**src/rtl/frame_tally_pkg.sv**
```systemverilog
package frame_tally_pkg;

    typedef enum logic [1:0] {
        ST_IDLE = 2'd0,
        ST_RUN  = 2'd1,
        ST_DONE = 2'd2
    } tally_state_e;

endpackage

```
**src/rtl/tally_target.sv**
```systemverilog
module tally_target #(
    parameter int CNT_W   = 32,
    parameter int REG_W   = 32,
    parameter int LOW_LSB = 8
) (
    input  logic             clk,
    input  logic             rst_n,
    input  logic             ctrl_wr,
    input  logic [REG_W-1:0] ctrl_wdata,
    input  logic             upper_wr,
    input  logic [REG_W-1:0] upper_wdata,
    output logic [CNT_W-1:0] tgt_q,
    output logic [CNT_W-1:0] tgt_next
);
    localparam int HALF_W = CNT_W / 2;

    // Each half of the target has its own write path.
    for (genvar h = 0; h < 2; h++) begin : g_half
        logic              wr_en;
        logic [HALF_W-1:0] wr_val;
        logic [HALF_W-1:0] half_q;

        if (h == 0) begin : g_low
            assign wr_en  = ctrl_wr;
            assign wr_val = ctrl_wdata[LOW_LSB +: HALF_W];
        end else begin : g_high
            assign wr_en  = upper_wr;
            assign wr_val = upper_wdata[REG_W-1 -: HALF_W];
        end

        always_ff @(posedge clk or negedge rst_n) begin
            if (!rst_n) begin
                half_q <= '0;
            end else if (wr_en) begin
                half_q <= wr_val;
            end
        end

        assign tgt_q[h*HALF_W +: HALF_W]    = half_q;
        assign tgt_next[h*HALF_W +: HALF_W] = wr_en ? wr_val : half_q;
    end

    // the lower half of the upper-count register is ignored
    assert_upper_low_ignored_R3: assert property (@(posedge clk) disable iff (!rst_n)
        (upper_wr && !ctrl_wr) |=> (tgt_q[HALF_W-1:0] == $past(tgt_q[HALF_W-1:0])));

    // a control write leaves the upper half alone
    assert_ctrl_keeps_upper_R2: assert property (@(posedge clk) disable iff (!rst_n)
        (ctrl_wr && !upper_wr) |=> (tgt_q[CNT_W-1:HALF_W] == $past(tgt_q[CNT_W-1:HALF_W])));

endmodule

```
**src/rtl/tally_counter.sv**
```systemverilog
module tally_counter #(
    parameter int CNT_W = 32
) (
    input  logic             clk,
    input  logic             rst_n,
    input  logic             clr,
    input  logic             inc,
    output logic [CNT_W-1:0] cnt_q
);
    always_ff @(posedge clk or negedge rst_n) begin
        if (!rst_n) begin
            cnt_q <= '0;
        end else if (clr) begin
            cnt_q <= '0;
        end else if (inc) begin
            cnt_q <= cnt_q + CNT_W'(1);
        end
    end

    // a clear outranks a frame in the same cycle
    assert_clear_wins_R9: assert property (@(posedge clk) disable iff (!rst_n)
        clr |=> (cnt_q == '0));

    // one step per counted frame
    assert_step_one_R5: assert property (@(posedge clk) disable iff (!rst_n)
        (inc && !clr) |=> (cnt_q == $past(cnt_q) + CNT_W'(1)));

endmodule

```
**src/rtl/tally_fsm.sv**
```systemverilog
module tally_fsm
    import frame_tally_pkg::*;
#(
    parameter int CNT_W    = 32,
    parameter int REG_W    = 32,
    parameter int HOLD_BIT = 26
) (
    input  logic             clk,
    input  logic             rst_n,
    input  logic             clr,
    input  logic             ctrl_wr,
    input  logic [REG_W-1:0] ctrl_wdata,
    input  logic             frame_done,
    input  logic [CNT_W-1:0] cnt_q,
    input  logic [CNT_W-1:0] tgt_next,
    output logic             count_en,
    output logic             done,
    output logic             hold
);
    tally_state_e state_q, state_d;
    logic         hold_en_q;
    logic         tgt_zero;
    logic         hits;

    assign tgt_zero = (tgt_next == '0);
    assign hits     = frame_done && ((cnt_q + CNT_W'(1)) == tgt_next);

    always_comb begin
        state_d = state_q;
        if (clr) begin
            state_d = tgt_zero ? ST_IDLE : ST_RUN;    // restart
        end else begin
            unique case (state_q)
                ST_IDLE: if (!tgt_zero) state_d = ST_RUN;   // arm
                ST_RUN: begin
                    if (tgt_zero)  state_d = ST_IDLE;       // disarm
                    else if (hits) state_d = ST_DONE;       // finish
                end
                ST_DONE: state_d = ST_DONE;
                default: state_d = ST_IDLE;
            endcase
        end
    end

    always_ff @(posedge clk or negedge rst_n) begin
        if (!rst_n) begin
            state_q   <= ST_IDLE;
            hold_en_q <= 1'b0;
        end else begin
            state_q <= state_d;
            if (ctrl_wr) hold_en_q <= ctrl_wdata[HOLD_BIT];
        end
    end

    always_comb begin
        count_en = frame_done && (state_q != ST_DONE);
        done     = (state_q == ST_DONE);
        hold     = hold_en_q && (state_q == ST_RUN);
    end

    // completion is sticky until a clear
    assert_done_sticky_R7: assert property (@(posedge clk) disable iff (!rst_n)
        (done && !clr) |=> done);

    // hold never overlaps completion
    assert_hold_not_done_R11: assert property (@(posedge clk) disable iff (!rst_n)
        hold |-> !done);

    // a clear always removes completion
    assert_clear_drops_done_R8: assert property (@(posedge clk) disable iff (!rst_n)
        clr |=> !done);

endmodule

```
**src/rtl/frame_tally.sv**
```systemverilog
module frame_tally
    import frame_tally_pkg::*;
#(
    parameter int CNT_W    = 32,
    parameter int REG_W    = 32,
    parameter int CMD_W    = 8,
    parameter int LOW_LSB  = 8,
    parameter int HOLD_BIT = 26,
    parameter int CLR_BIT  = 4
) (
    input  logic             clk,
    input  logic             rst_n,
    input  logic             ctrl_wr,
    input  logic [REG_W-1:0] ctrl_wdata,
    input  logic             upper_wr,
    input  logic [REG_W-1:0] upper_wdata,
    input  logic             cmd_wr,
    input  logic [CMD_W-1:0] cmd_wdata,
    input  logic             frame_done,
    output logic             xfer_done,
    output logic [CNT_W-1:0] target_rd,
    output logic [CNT_W-1:0] frame_cnt,
    output logic             hold_sel
);
    logic [CNT_W-1:0] tgt_q;
    logic [CNT_W-1:0] tgt_next;
    logic [CNT_W-1:0] cnt_q;
    logic             clr;
    logic             count_en;

    // Both a control write and the command bit reset the running count.
    assign clr = ctrl_wr || (cmd_wr && cmd_wdata[CLR_BIT]);

    tally_target #(.CNT_W(CNT_W), .REG_W(REG_W), .LOW_LSB(LOW_LSB)) i_target (
        .clk         (clk),
        .rst_n       (rst_n),
        .ctrl_wr     (ctrl_wr),
        .ctrl_wdata  (ctrl_wdata),
        .upper_wr    (upper_wr),
        .upper_wdata (upper_wdata),
        .tgt_q       (tgt_q),
        .tgt_next    (tgt_next)
    );

    tally_counter #(.CNT_W(CNT_W)) i_counter (
        .clk   (clk),
        .rst_n (rst_n),
        .clr   (clr),
        .inc   (count_en),
        .cnt_q (cnt_q)
    );

    tally_fsm #(.CNT_W(CNT_W), .REG_W(REG_W), .HOLD_BIT(HOLD_BIT)) i_fsm (
        .clk        (clk),
        .rst_n      (rst_n),
        .clr        (clr),
        .ctrl_wr    (ctrl_wr),
        .ctrl_wdata (ctrl_wdata),
        .frame_done (frame_done),
        .cnt_q      (cnt_q),
        .tgt_next   (tgt_next),
        .count_en   (count_en),
        .done       (xfer_done),
        .hold       (hold_sel)
    );

    assign target_rd = tgt_q;
    assign frame_cnt = cnt_q;

    // completion never rises against a zero target
    assert_no_done_zero_R10: assert property (@(posedge clk) disable iff (!rst_n)
        $rose(xfer_done) |-> (target_rd != '0));

    // completion rises exactly when the count meets the target
    assert_done_at_target_R6: assert property (@(posedge clk) disable iff (!rst_n)
        $rose(xfer_done) |-> (frame_cnt == target_rd));

    // a control write zeroes the running count
    assert_ctrl_resets_count_R2: assert property (@(posedge clk) disable iff (!rst_n)
        ctrl_wr |=> (frame_cnt == '0));

endmodule

```
**config.mk**
```make
export PLATFORM = sky130hd
export DESIGN_NAME = frame_tally
export DESIGN_NICKNAME = d
export VERILOG_FILES = /design/src/rtl/frame_tally_pkg.sv /design/src/rtl/tally_target.sv /design/src/rtl/tally_counter.sv /design/src/rtl/tally_fsm.sv /design/src/rtl/frame_tally.sv
export SDC_FILE = /design/constraint.sdc
export NUM_CORES = 1
export LEC_CHECK = 0
export ABC_AREA = 1
export BUFFER_PORTS_ARGS = -buffer_cell sky130_fd_sc_hd__buf_2
export CAP_MARGIN = 20
export CORE_UTILIZATION = 36
export CTS_CLUSTER_SIZE = 25
export DETAILED_ROUTE_END_ITERATION = 6
export PLACE_DENSITY = 0.59
export SYNTH_ARGS = -nofsm -noshare
export SYNTH_HDL_FRONTEND = slang
export SYNTH_SLANG_ARGS = --single-unit
```
**constraint.sdc**
```tcl
create_clock -name clk -period 4.2 [get_ports clk]
set_input_delay 0.21 -clock clk [delete_from_list [all_inputs] [get_ports clk]]
set_output_delay 0.21 -clock clk [all_outputs]
set_load 0.02 [all_outputs]
```
==> impl_metrics.toml, run 1 <==
[outcome]
status = "complete, but fails checks"
violations = "DRC"

[finish]
drive_above_1_share = 0.192
area_growth_syn_to_layout_pct = 22.6
diodes = 0
final_nets = 844
instances_no_fill = 913
nFillCells = 1232

[clock_tree]
cts_hold_buf = 1
post_cts_buffers = 0
cts_made_buffers = 9
cts-root-buf = "clkbuf_16"
clkTransAtPathRegs_ns = 0.05
clk-insertion-delay-late_ns = 0.34
clkSinkCount = 67
cts_tree = "yes"
cts.repair.resized = 0
cts_buffer_depth = 2
h-tree-depth = 3

[worst_setup_path]
worstSetupPathType = "flop to flop"
crit_fanout = 6
arrival_ns = 2.72
end_kind = "flop"
required_ns = 4.47
startpoint_type = "flop"

[pwr]
power_density_nw_per_um2 = 311
p_sw_frac = 0.281
power_leakage_nw = 2.75
ir_drop_mv = 0.177
combPwrFrac = 0.155
p_sw_uw = 467
total_power_mw = 1.66
internal_power_mw = 1.19
pwr-share-seq = 0.419
clockPowerShare = 0.426

[synth]
synth_ff_type = "dfrtp_1"
synthArstFlopShare = 1.00
yosys_warnings = 0
synth_cell_type_count = 30
synth_area_per_cell_um2 = 6.64
synthCells = 656
synth_edf_count = 0
synth_area_um2 = 4350
ys_ff_latch = 67
synth_top_area_cell = "dfrtp_1"
synth_top_area_share = 0.385
synth_fp_nets = 735
synth_top_cells_by_area = "dfrtp_1 (39%), nand2_1 (22%), nand3_1 (6.8%)"
synth-seq-area-share = 0.385

[placement]
placed_cells = 896
gp_congestion = 0.849
pre_cts_slack_ns = 1.47
place_hpwl_um = 10400
port_buffers = 105

[sta]
clock_skew_ns = 0.00888
setup_ws_ns = 1.75
slew_violations = 0
hold_violations = 0
finalSetupViolCount = 0
slew_headroom = 0.487
fmax_mhz = 409
period_share = 0.583
setup_tns_ns = 0
rsz0062_at_grt = "no"
holdWs_ns = 0.0846
layout_min_cycle_time_ns = 2.45
worst_slew_pin_slew_ns = 0.770

[drt]
wl_um = 13300
drt_iter0_markers = 189
wl_per_cell_um = 14.6
vias_per_cell = 4.96
vias = 4531
dr.pass1.iters = 7
antenna_left = 0
drcViolationCount = 7

[worst_hold_path]
min_path_type = "input port to flop"

[global_route]
grt_pass1_vias = 4494
grt_max_degree = 36
antenna_found_initial = 0
overflow = 0
grt_usage = 0.226
grt_pass1_wl_um = 22000

[floorplan]
coreArea_um2 = 11600
ios = 144
dieArea_um2 = 12500
die-width_um = 112
die_height_um = 112
start_util = 0.375
row_count = 39

[flow_run]
drv_cap = 0
==> per-stage QoR <==
step	area, um2	util
finish	5340	0.459
global route	5340	0.459
CTS	5340	0.459
detailed placement	5050	0.435
global placement	5020	0.433
floorplan	4350	-
==> worst max-delay path, stage by stage (launching register included) <==
cell     delay [ns]
dfrtp_1        0.44
ha_1           0.26
nand2_2        0.10
nor2_4         0.22
nand3_2        0.21
o21ai_1        0.22
and2_1         0.17
nor2_1         0.04
nor2_1         0.09
nand2_1        0.05
nor2_1         0.19
nand3_1        0.15
nand2_1        0.10
nand2_1        0.05
nor2_1         0.07
==> cell usage in the layout, fill, tap and decap left out, types with 4 or more instances in the layout <==
cell       netlist  final
nand2_1        253    253
buf_2            5    105
inv_1           76     76
dfrtp_1         67     67
nor2_1          66     66
nand3_1         59     59
o21ai_0         27     27
o22ai_1         18     18
nand3b_1        16     16
clkbuf_16        0      9
nand2_2          8      8
nor4_1           8      8
a21oi_1          5      5
o21ai_1          5      5
inv_2            4      4
nor2_2           4      4
nor2_4           4      4
==> Yosys cell counts (4+ instances only) <==
cell type,instances
nand2_2,8
nor2_4,4
buf_2,5
dfrtp_1,67
nor4_1,8
clkbuf_1,6
inv_2,4
nand3b_1,16
a21oi_1,5
o21ai_0,27
o21ai_1,5
nand2_1,253
o22ai_1,18
nor2_2,4
nor2_1,66
nand3_1,59
inv_1,76
==> area by class of cell <==
class                           count  area (um2)  share of cell area
Tap cell                          143         179              0.0335
Multi-Input combinational cell    497        2320               0.436
Sequential cell                    67        1680               0.314
Timing Repair Buffer              109         578               0.108
Clock inverter                      2        10.0             0.00188
Inverter                           81         304              0.0570
Clock buffer                       14         264              0.0495
==> kinds of logic after synthesis <==
kind of cell,count (synthesis),share of synthesized area
xor+xnor,5,0.0132
mux,1,0.00259
fa+ha+maj,1,0.00287
simple gates,432,0.442
buf+inv,92,0.0808
flops,67,0.385
compound gates,58,0.0736
==> power groups by stage <==
stage	clock, mW	sequential, mW	combinational [mW]
after floorplan	0	0.742	0.117
after global placement	0	0.704	0.250
after detailed placement	0	0.706	0.258
after CTS	0.723	0.695	0.260
after global routing	0.754	0.698	0.289
final	0.707	0.695	0.257
==> flip-flops by register name, indices dropped and copies added, names as in the netlist <==
signal and cells:
i_counter.cnt_q 32, i_target.g_half.half_q 32, i_fsm.state_q 2, i_fsm.hold_en_q 1
==> layer usage <==
| metal | vias up | part of all wire | track usage |
|---|---|---|---|
| met5 | - | 0 | 0 |
| met4 | 0 | 0.019 | 0.0720 |
| met3 | 20 | 0.059 | 0.0528 |
| met2 | 141 | 0.47 | 0.378 |
| met1 | 2066 | 0.46 | 0.287 |
| li1 | 2304 | - | - |
==> path summary, 6_finish.rpt <==
check	startpoint	end	slack (ns)	cells past startpoint
setup / recovery	i_counter.cnt_q[0]$_DFFE_PN0P_	i_fsm.state_q[1]$_DFFE_PN0P_	1.75	14
hold / removal	ctrl_wdata[26]	i_fsm.hold_en_q$_DFFE_PN0P_	0.08	3
setup reg to reg	i_counter.cnt_q[0]$_DFFE_PN0P_	i_fsm.state_q[1]$_DFFE_PN0P_	1.75	14
hold reg to reg	i_target.g_half[0].half_q[6]$_DFF_PN0_	i_target.g_half[0].half_q[6]$_DFF_PN0_	0.53	2
max in group asynchronous	rst_n	i_counter.cnt_q[2]$_DFFE_PN0P_	2.74	3
min in group asynchronous	rst_n	i_target.g_half[1].half_q[3]$_DFF_PN0_	0.50	2
Note: power is estimated with default switching activity, not from simulation.
==> run 2, diff against run 1 <==
- ABC_AREA: 1 -> 0
- PLACE_DENSITY: 0.59 -> 0.62
- clock period: 4.2 -> 2.2 ns (I/O delays scaled with it)
==> impl_metrics.toml, run 2 <==
[outcome]
status = "complete, but fails checks"
violations = "setup timing"

[drt]
wl_um = 12700
drcViolationCount = 0
drt_iter0_markers = 244
wl_per_cell_um = 16.1
vias_per_cell = 4.99
antenna_left = 0
vias = 3932
dr.pass1.iters = 4

[worst_hold_path]
min_path_type = "input port to flop"
worstHoldStart = "ctrl_wdata[22]"
hold_depth = 3
holdPathEnd = "i_target.g_half[0].half_q[14]$_DFF_PN0_"

[placement]
gp_congestion = 0.959
port_buffers = 105
pre_cts_slack_ns = -0.419
place_hpwl_um = 10000
dpl_cell_area_um2 = 5600

[pwr]
total_power_mw = 3.06
ir_drop_mv = 0.309
power_density_nw_per_um2 = 518
power_leakage_nw = 2.89

[worst_setup_path]
ff2ff_path_depth = 7
required_ns = 2.45
startpoint = "i_counter.cnt_q[10]$_DFFE_PN0P_"
end_kind = "flop"
arrival_ns = 2.87
worstSetupPathType = "flop to flop"
crit_chain = "nand4_4, or4_4, or3_4, or4_4, a2111oi_4, nand4_1, and3_1"
regToRegEndpoint = "i_fsm.state_q[0]$_DFFE_PN0P_"
startpoint_type = "flop"
critical_path.slowest_cell = "or4_4"
crit_fanout = 2
rr_startpoint = "i_counter.cnt_q[10]$_DFFE_PN0P_"
rrSetupSlack_ns = -0.41
cpMostUsedCell = "or4_4"
cp_slowest_stage_delay_ns = 0.55

[synth]
synth_cell_type_count = 43
ys_ff_latch = 67
synthArstFlopShare = 1.00
synth_top_cells_by_area = "dfrtp_1 (42%), xnor2_1 (9.4%), mux2i_1 (8.7%)"
synth_top_area_share = 0.417
yosysMostFrequentCell = "dfrtp_1"
synth_top_area_cell = "dfrtp_1"
synthCells = 431
synthTopCellsByCount = "dfrtp_1 (67), xnor2_1 (43), nor2_1 (38)"
synth_ff_type = "dfrtp_1"
synth_area_per_cell_um2 = 9.33
synth_edf_count = 0
synth-seq-area-share = 0.417
synth_area_um2 = 4020
synth_fp_nets = 510
yosys_warnings = 0

[finish]
finalCoreUtilization = 0.546
final_common_cell = "buf_4"
final_nets = 723
diodes = 0
drive_above_1_share = 0.424
layout_common_cells = "buf_4 (111), buf_2 (105), dfrtp_1 (57)"
fin_area_um2 = 5920
area_growth_syn_to_layout_pct = 47.2
biggestRegsByFlops = "i_counter.cnt_q x32, i_target.g_half.half_q x32, i_fsm.state_q x2"

[clock_tree]
cts-root-buf = "clkbuf_8"
h-tree-depth = 3
cts_buffer_depth = 2
clkSinkCount = 67
cts_made_buffers = 9
cts_tree = "yes"
clk-insertion-delay-late_ns = 0.37
clkTransAtPathRegs_ns = 0.07

[sta]
hold_violations = 0
period_share = 1.19
layout_min_cycle_time_ns = 2.61
setup_ws_ns = -0.414
fmax_mhz = 383
setup_tns_ns = -0.728
slew_headroom = 0.504
clock_skew_ns = 0.0145
finalSetupViolCount = 2
rsz0062_at_grt = "yes"
slew_violations = 0
worst_slew_pin_slew_ns = 0.744

[floorplan]
die_height_um = 108
coreArea_um2 = 10800
row_count = 38
ios = 144
dieArea_um2 = 11600
start_util = 0.371
die-width_um = 108

[global_route]
antenna_found_initial = 0
grt_usage = 0.228
grt_pass1_vias = 3920
grt_pass1_wl_um = 20100
grt_max_degree = 38
overflow = 0

[flow_run]
drv_cap = 0
==> run 2: cell families after synthesis <==
group           share of synthesized area
fa+ha+maj                         0.00311
xor+xnor                            0.155
flops                               0.417
simple gates                        0.212
compound gates                     0.0597
mux                                 0.101
buf+inv                            0.0523
==> run 2: worst max-delay path: cells and delay by family, from the launching register on <==
family / cells / cell delay [ns]
AOI/OAI and AO/OA: 1 / 0.35
DFF: 1 / 0.39
and+or+nand+nor: 6 / 1.77
==> run 2: worst max-delay path by stage <==
stage	end	cells after the start	slack (ns)
floorplan	i_fsm.state_q[0]$_DFFE_PN0P_	7	-0.51
CTS	i_fsm.state_q[0]$_DFFE_PN0P_	7	-0.43
finish	i_fsm.state_q[0]$_DFFE_PN0P_	7	-0.41
global placement	i_fsm.state_q[0]$_DFFE_PN0P_	7	-0.38
global route	i_fsm.state_q[0]$_DFFE_PN0P_	7	-0.49
detailed placement	i_fsm.state_q[0]$_DFFE_PN0P_	7	-0.42
==> run 2: through the flow <==
stage / hold WS [ns] / cells
6_report: 0.0446 / 788
5_1_grt: 0.0513 / 788
4_1_cts: 0.0376 / 786
3_5_place_dp: 0.219 / 769
3_3_place_gp: 0.202 / 769
2_1_floorplan: -0.186 / 431
==> run 2: layout make-up <==
cell class / instances / area, um2
Clock buffer: 11 / 151
Inverter: 32 / 120
Tap cell: 140 / 175
Timing Repair Buffer: 225 / 1490
Sequential cell: 67 / 1690
Clock inverter: 4 / 50.0
Multi-Input combinational cell: 309 / 2240
Fill cell: 1029 / 4920
==> run 2: routing by layer <==
metal  vias up  global-route usage  routed length (um)  part of all wire
met5         -                   0                   0                 0
met4         0              0.0812                 216             0.017
met3        16              0.0381                 750             0.059
met2       110               0.362                5820              0.46
met1      1883               0.311                5870              0.46
li1       1923                   -                   -                 -
==> run 2: repair_timing <==
action	4_1_cts	5_1_grt
hold buffers	2	0
pin swaps	3	5
endpoints found under the hold margin	31	0
setup buffers	0	2
setup endpoints to repair	10	12
resized for setup	3	13
cloned	0	0
==> run 2: report_power, final <==
part           internal (mW)  switching (mW)  total [mW]  leakage (nW)
Clock                  0.576           0.491        1.07        0.0974
Sequential              1.29          0.0343        1.33         0.838
Combinational          0.296           0.373       0.669          1.96
==> run 3, diff against run 2 <==
- PLACE_DENSITY: 0.62 -> 0.6
- SETUP_SLACK_MARGIN: unset -> 0.02
- clock period: 2.2 -> 3.2 ns (I/O delays scaled with it)
==> impl_metrics.toml, run 3 (synthesis gave the netlist of run 2 again) <==
[worst_setup_path]
regToRegEndpoint = "i_fsm.state_q[0]$_DFFE_PN0P_"
rrSetupSlack_ns = 0.19
rr_startpoint = "i_counter.cnt_q[11]$_DFFE_PN0P_"
cp_slowest_stage_delay_ns = 0.60
end_kind = "flop"
cp_num_buf_inv = 0
cpLargestDelayFamily = "simple AND/OR/NAND/NOR gates"
worstSetupPathType = "flop to flop"
crit_chain = "nand4_4, or4_4, or3_1, or4_1, a2111oi_2, nand4_1, and3_1"
startpoint_type = "flop"
ff2ff_path_depth = 7
required_ns = 3.44
crit_fanout = 6
critical_path.slowest_cell = "or4_4"
arrival_ns = 3.26

[sta]
hold_violations = 0
worst_slew_pin_slew_ns = 0.954
setup_tns_ns = 0
rsz0062_at_grt = "no"
fmax_mhz = 332
slew_headroom = 0.364
layout_min_cycle_time_ns = 3.01
period_share = 0.942
finalSetupViolCount = 0
slew_violations = 0
clock_skew_ns = 0.00776

[floorplan]
coreArea_um2 = 10800
start_util = 0.371
die_height_um = 108
die-width_um = 108
ios = 144
dieArea_um2 = 11600
row_count = 38

[global_route]
grt_max_degree = 43
grt_pass1_wl_um = 18000
grt_pass1_vias = 3486
overflow = 0
grt_usage = 0.202
antenna_found_initial = 0

[pwr]
ir_drop_mv = 0.261
total_power_mw = 2.10
power_density_nw_per_um2 = 408
power_leakage_nw = 2.48

[worst_hold_path]
worstHoldStart = "ctrl_wdata[26]"
holdPathEnd = "i_fsm.hold_en_q$_DFFE_PN0P_"
hold_depth = 2
min_path_type = "input port to flop"

[finish]
layout_common_cells = "buf_2 (105), dfrtp_1 (67), xnor2_1 (43)"
drive_above_1_share = 0.303
instances_no_fill = 708
diodes = 0
nFillCells = 1066
final_common_cell = "buf_2"
area_growth_syn_to_layout_pct = 28.4
final_nets = 642
biggestRegsByFlops = "i_counter.cnt_q x32, i_target.g_half.half_q x32, i_fsm.state_q x2"

[clock_tree]
h-tree-depth = 3
post_cts_buffers = 0
cts-root-buf = "clkbuf_8"
cts_buffer_depth = 2
cts_made_buffers = 9
cts_tree = "yes"
clkTransAtPathRegs_ns = 0.07
cts.repair.resized = 0
clk-insertion-delay-late_ns = 0.35
cts_hold_buf = 1
clkSinkCount = 67

[placement]
placed_cells = 691
gp_congestion = 0.894
port_buffers = 105
place_hpwl_um = 8770

[drt]
wl_um = 11100
drcViolationCount = 0
antenna_left = 0
dr.pass1.iters = 4
wl_per_cell_um = 15.7
drt_iter0_markers = 232
vias_per_cell = 5.07
vias = 3592

[flow_run]
drv_cap = 0

[outcome]
status = "finished, final reports clean"
run 3: cell types whose count changed in the layout (fill, tap and decap cells not counted), moves of 2 or more:
cell,delta
buf_12,-4
buf_4,-73
buf_6,-3
dfrtp_1,+10
dfrtp_2,-10
nand3_1,+4
nand3_2,-3
nor2_1,+2
nor2_2,-2
nor3_1,+3
nor3_4,-2
run 3: metal layers:
layer / up-vias / global-route usage / part of all wire
li1: 1760 / - / -
met1: 1708 / 0.287 / 0.47
met2: 108 / 0.309 / 0.45
met3: 16 / 0.0327 / 0.056
met4: 0 / 0.0734 / 0.020
met5: - / 0 / 0
run 3: stage by stage:
stage / setup WS, ns / instance area (um2) / hold slack (ns) / util
2_1_floorplan: 0.144 / 4020 / -0.136 / -
4_1_cts: 0.191 / 5160 / 0.0395 / 0.476
3_5_place_dp: 0.203 / 4920 / 0.366 / 0.454
3_3_place_gp: 0.267 / 4920 / 0.354 / 0.454
5_1_grt: 0.0450 / 5160 / 0.0588 / 0.476
6_report: 0.186 / 5160 / 0.0522 / 0.476
run 3: final cells by class:
type	count	area (um2)	share of cell area
clock buffers	11	151	0.0293
clock inverters	5	83.8	0.0162
inverters	32	120	0.0233
multi-input cells	309	2130	0.413
flip-flops and latches	67	1680	0.325
well taps	140	175	0.0339
repair buffers	144	821	0.159
run 3: power breakdown:
part           switching (mW)  total (mW)  internal [mW]
logic                   0.230       0.376          0.146
registers              0.0229       0.913          0.890
clock network           0.333       0.816          0.484
run 3: worst max path at each step:
| stage | from | to | slack [ns] | cells after the start |
|---|---|---|---|---|
| after floorplan | i_counter.cnt_q[3]$_DFFE_PN0P_ | i_fsm.state_q[0]$_DFFE_PN0P_ | 0.14 | 8 |
| after global placement | i_counter.cnt_q[11]$_DFFE_PN0P_ | i_fsm.state_q[0]$_DFFE_PN0P_ | 0.27 | 7 |
| after detailed placement | i_counter.cnt_q[11]$_DFFE_PN0P_ | i_fsm.state_q[0]$_DFFE_PN0P_ | 0.20 | 7 |
| after CTS | i_counter.cnt_q[11]$_DFFE_PN0P_ | i_fsm.state_q[0]$_DFFE_PN0P_ | 0.19 | 7 |
| after global routing | i_counter.cnt_q[10]$_DFFE_PN0P_ | i_fsm.state_q[0]$_DFFE_PN0P_ | 0.05 | 7 |
| final | i_counter.cnt_q[11]$_DFFE_PN0P_ | i_fsm.state_q[0]$_DFFE_PN0P_ | 0.19 | 7 |
